--- src/rtl/serflow_ctl.sv ---
module serflow_ctl #(
  parameter int LVL_W  = 7,
  parameter int CHAR_W = 8
) (
  input  logic              clk,
  input  logic              rst_n,
  input  logic              cfg_rts_auto,
  input  logic              cfg_cts_auto,
  input  logic              cfg_sw_rx,
  input  logic              cfg_sw_tx,
  input  logic              cfg_any_resume,
  input  logic [LVL_W-1:0]  halt_lvl,
  input  logic [LVL_W-1:0]  resume_lvl,
  input  logic [CHAR_W-1:0] xon_char,
  input  logic [CHAR_W-1:0] xoff_char,
  input  logic [LVL_W-1:0]  rx_level,
  input  logic              cts,
  input  logic              rx_valid,
  input  logic [CHAR_W-1:0] rx_data,
  input  logic              tx_busy,
  input  logic              spc_ack,
  output logic              rts,
  output logic              tx_en,
  output logic              spc_req,
  output logic [CHAR_W-1:0] spc_char,
  output logic              rx_keep
);

  logic held, held_nxt, xoff_seen;

  wire is_xon  = rx_data == xon_char;
  wire is_xoff = rx_data == xoff_char;

  assign held_nxt = held ? (rx_level > resume_lvl) : (rx_level >= halt_lvl);

  always_ff @(posedge clk or negedge rst_n)
    if (!rst_n) held <= 1'b0;
    else        held <= held_nxt;

  assign rts = !(cfg_rts_auto && held);

  always_ff @(posedge clk or negedge rst_n)
    if (!rst_n) begin
      spc_req  <= 1'b0;
      spc_char <= '0;
    end else if (cfg_sw_rx && held_nxt != held) begin
      spc_req  <= 1'b1;
      spc_char <= held_nxt ? xoff_char : xon_char;
    end else if (spc_ack) begin
      spc_req  <= 1'b0;
    end

  always_ff @(posedge clk or negedge rst_n)
    if (!rst_n)                xoff_seen <= 1'b0;
    else if (!cfg_sw_tx)       xoff_seen <= 1'b0;
    else if (rx_valid) begin
      if (is_xoff)                      xoff_seen <= 1'b1;
      else if (is_xon || cfg_any_resume) xoff_seen <= 1'b0;
    end

  wire stop = (cfg_cts_auto && !cts) || xoff_seen;
  assign tx_en   = !stop || tx_busy;
  assign rx_keep = rx_valid && !(cfg_sw_tx && (is_xon || is_xoff));

endmodule


--- config.mk ---
export PLATFORM = sky130hd
export DESIGN_NAME = serflow_ctl
export DESIGN_NICKNAME = d
export VERILOG_FILES = /design/src/rtl/serflow_ctl.sv
export SDC_FILE = /design/constraint.sdc
export NUM_CORES = 1
export LEC_CHECK = 0
export ABC_AREA = 1
export BUFFER_PORTS_ARGS = -buffer_cell sky130_fd_sc_hd__clkbuf_2
export CORE_MARGIN = 4
export CORE_UTILIZATION = 49
export DETAILED_ROUTE_END_ITERATION = 8
export PLACE_DENSITY_LB_ADDON = 0.1
export SYNTH_ARGS = -nofsm -noshare
export SYNTH_HDL_FRONTEND = slang
export SYNTH_SLANG_ARGS = --single-unit
--- constraint.sdc ---
create_clock -name clk -period 3.5 [get_ports clk]
set_clock_uncertainty 0.15 [all_clocks]
set_input_delay 0.175 -clock clk [delete_from_list [all_inputs] [get_ports clk]]
set_output_delay 0.175 -clock clk [all_outputs]
set_load 0.005 [all_outputs]
==> results.txt <==
----------------------------------------------------
[Run status]
  Outcome ... completed

[Die]
  Floorplan core area ... 2500 um^2
  Starting utilization of the core area ... 51.5%
  Top-level port count ... 68
  Total number of placement rows ... 18
  Horizontal die dimension ... 59.2 um
  DIE AREA ... 3510 um^2
  Height of the die ... 59.2 um

[Power and ir drop]
  Static leakage power ... roughly 1.2 nW
  Max rail drop VDD ... 388 uV
  Power density over the cells ... 369 nW/um^2

[Detailed routing]
  Remaining number of nets flagged by the antenna check after routing ... 0
  Via count normalized by instance count ... 4.39
  Violation count after the first detailed-routing iteration ... 33
  Number of vias in the routed layout ... 1,469
  DRC ... 0
  Routed wirelength normalized by instance count ... 8.71 um
  Initial DRT Pass Iterations ... 4
  Post-Route WL ... 2920 um

[Logic synthesis]
  Post-synthesis cell area ... about 1300 um^2
  Synthesized instance count ... 234
  Sequential-to-total area share from yosys stat ... 21.4%
  Post-synth top area share ... 31.2%
  Syn Area/Cell ... 5.50 um^2
  Count of cell types in the netlist ... 16
  Largest area contributor in the synthesized netlist ... nand2_1
  Post-synthesis xor/xnor area fraction ... 0%
  Top cells by area in the synthesized netlist ... nand2_1 (31%), dfrtp_1 (21%), inv_1 (14%), ha_1 (14%), nor2_1 (10%)
  Post-synthesis share of cell area spent on and, or, nand and nor gates ... between 40% and 50%
  Area fraction in compound gates after synthesis ... 4.28%
  Synth warnings ... 0
  Total of flip-flops plus latches after synthesis ... 11
  Largest family of logic cells by synthesized area ... simple AND/OR/NAND/NOR gates
  Nets in the synthesized netlist ... 304
  Multiplexer area fraction after synthesis ... 0%
  Adder and majority gate portion of the synthesized area ... between 10% and 20%

[Clocking]
  CTS Hold Bufs ... 2
  Number of buffers inserted by post-CTS setup repair ... 0
  Number of buffers on the longest clock path ... 2
  H-tree level count ... 1
  Root Driver ... clkbuf_4
  TritonCTS clock tree ... built
  Clk pin slew, worst setup/hold paths ... 0.07 ns
  Total number of clock tree sinks ... 11
  Clock latency at the later pin of the worst-skew pair ... approximately 0.26 ns
  Clock buffers created by TritonCTS ... 3
  CTS resizes ... 0

[Worst setup path]
  Number of cells traversed by the worst register-to-register path ... 8
  Critical Path AT ... 1.68 ns
  WS Path Type ... reg2reg
  Crit path capture type ... flip-flop
  Required arrival time at the worst endpoint ... 3.50 ns
  Type of origin of the critical path ... flip-flop
  Largest fanout on the critical path ... 17

[Timing]
  Hold Worst Slack ... roughly 0.018 ns
  Setup repair after global routing missed its margin ... false
  Final count of pins violating max slew ... 0
  Relative slew slack ... 71.7%
  Number of setup violations in the final report ... 0
  F_max ... 0.596 GHz
  Post-route fraction of the period consumed by the critical path ... 48.0%
  Crit path time final ... between 1.5 and 2 ns
  Pin slew with the least headroom to its limit ... 0.424 ns
  Post-layout worst setup margin ... 1.82 ns
  Final number of hold-violating endpoints ... 0
  Sum of negative setup slack ... 0 ns

[Finish]
  Share of final-layout standard cells stronger than drive strength 1 ... 25.2%
  Ant diodes ... 0
  Synth-to-layout area growth ... 31.4%
  Most frequent cells in the layout ... nand2_1 (107), clkbuf_2 (67), inv_1 (47)
  Final-stage net count ... between 300 and 400
  Total of fill cells in the finished design ... 257
  Leading cell type in the layout, fill and taps excluded ... nand2_1
  Post-Layout Cell Count ... 335

[Global routing]
  Largest net degree at the start of global routing ... 18
  GRT Residual Overflow ... 0
  Global routing usage summed across all routing layers ... between 10% and 20%
  Antenna violations before repair ... 0
  Wire length of the first global-routing pass ... between 4000 and 5000 um
  Vias in the first global route ... 1,265

[Placed design]
  Setup Slack @ Placement ... between 1.5 and 2 ns
  Final weighted congestion of routability-driven global placement ... 0.818
  Quantity of I/O buffers inserted on ports ... 67
  Detail Placement HPWL ... 2560 um
  DP Cell Count ... 329

[Min path]
  Worst min path class ... in2reg
  Number of instances on the worst hold path ... 3

[Flow run]
  Max-cap violation count ... 0

----------------------------------------------------
cells in the mapped netlist, drive strengths merged:
cell and n:
nand2 109, inv 47, nor2 37, ha 14, dfrtp 11, nand3 6, a21oi 4, buf 2
a21boi 1, a21o 1, o21ai 1, o21bai 1
layout make-up:
type	count	area [um^2]	share of cell area, %
inverters	47	176	10.4
flip-flops and latches	11	275	16.3
multi-input cells	174	818	48.4
well taps	30	37.5	2.22
clock inverters	1	5.00	0.296
clock buffers	3	22.5	1.33
repair buffers	69	355	21.0
layer usage:
metal | global-route usage (%) | wire (um) | up-vias
met5 | 0 | 0 | -
met4 | 4.85 | 17 | 0
met3 | 2.61 | 270 | 2
met2 | 27.6 | 1220 | 49
met1 | 25.2 | 1410 | 589
li1 | - | - | 829
power breakdown:
group	internal [mW]	switching, mW	total [mW]
clock network	0.0421	0.0379	0.0800
registers	0.183	0.0481	0.231
logic	0.138	0.176	0.314
total	0.363	0.262	0.624
stage by stage:
stage	total power, mW	cell area, um^2	util, %
6_report	0.624	1690	67.6
5_1_grt	0.699	1690	67.6
4_1_cts	0.631	1690	67.6
3_5_place_dp	0.545	1640	65.7
3_3_place_gp	0.542	1640	65.7
2_1_floorplan	0.420	1290	-
cells by family after synthesis:
group | after synthesis
AO/OA/AOI/OAI | 8
AND/OR/NAND/NOR | 152
flip-flops | 11
adder cells (fa/ha/maj) | 14
buffers and inverters | 49
registers in the layout (all words and copies together), names as in the netlist:
register	flops
spc_req	1
xoff_seen	1
held	1
spc_char	8
critical path, stage by stage (launching register included):
cell      delay (ns)
dfrtp_1         0.53
nor2_1          0.16
nand2_1         0.06
nor2_1          0.16
a21boi_2        0.08
nand2_2         0.23
nor2_1          0.07
nand2_1         0.07
nand2_1         0.05
worst paths after layout:
| check | startpoint | end | slack, ns |
|---|---|---|---|
| max in group asynchronous | rst_n | xoff_seen$_DFFE_PN0P_ | 2.83 |
| worst min-delay path | rx_valid | xoff_seen$_DFFE_PN0P_ | 0.02 |
| worst min register to register | spc_char[1]$_DFFE_PN0P_ | spc_char[1]$_DFFE_PN0P_ | 0.33 |
| min in group asynchronous | rst_n | spc_char[7]$_DFFE_PN0P_ | 0.16 |
| worst max-delay path | held$_DFF_PN0_ | spc_char[1]$_DFFE_PN0P_ | 1.82 |
| worst max register to register | held$_DFF_PN0_ | spc_char[1]$_DFFE_PN0P_ | 1.82 |
(Power assumes the default switching activity.)
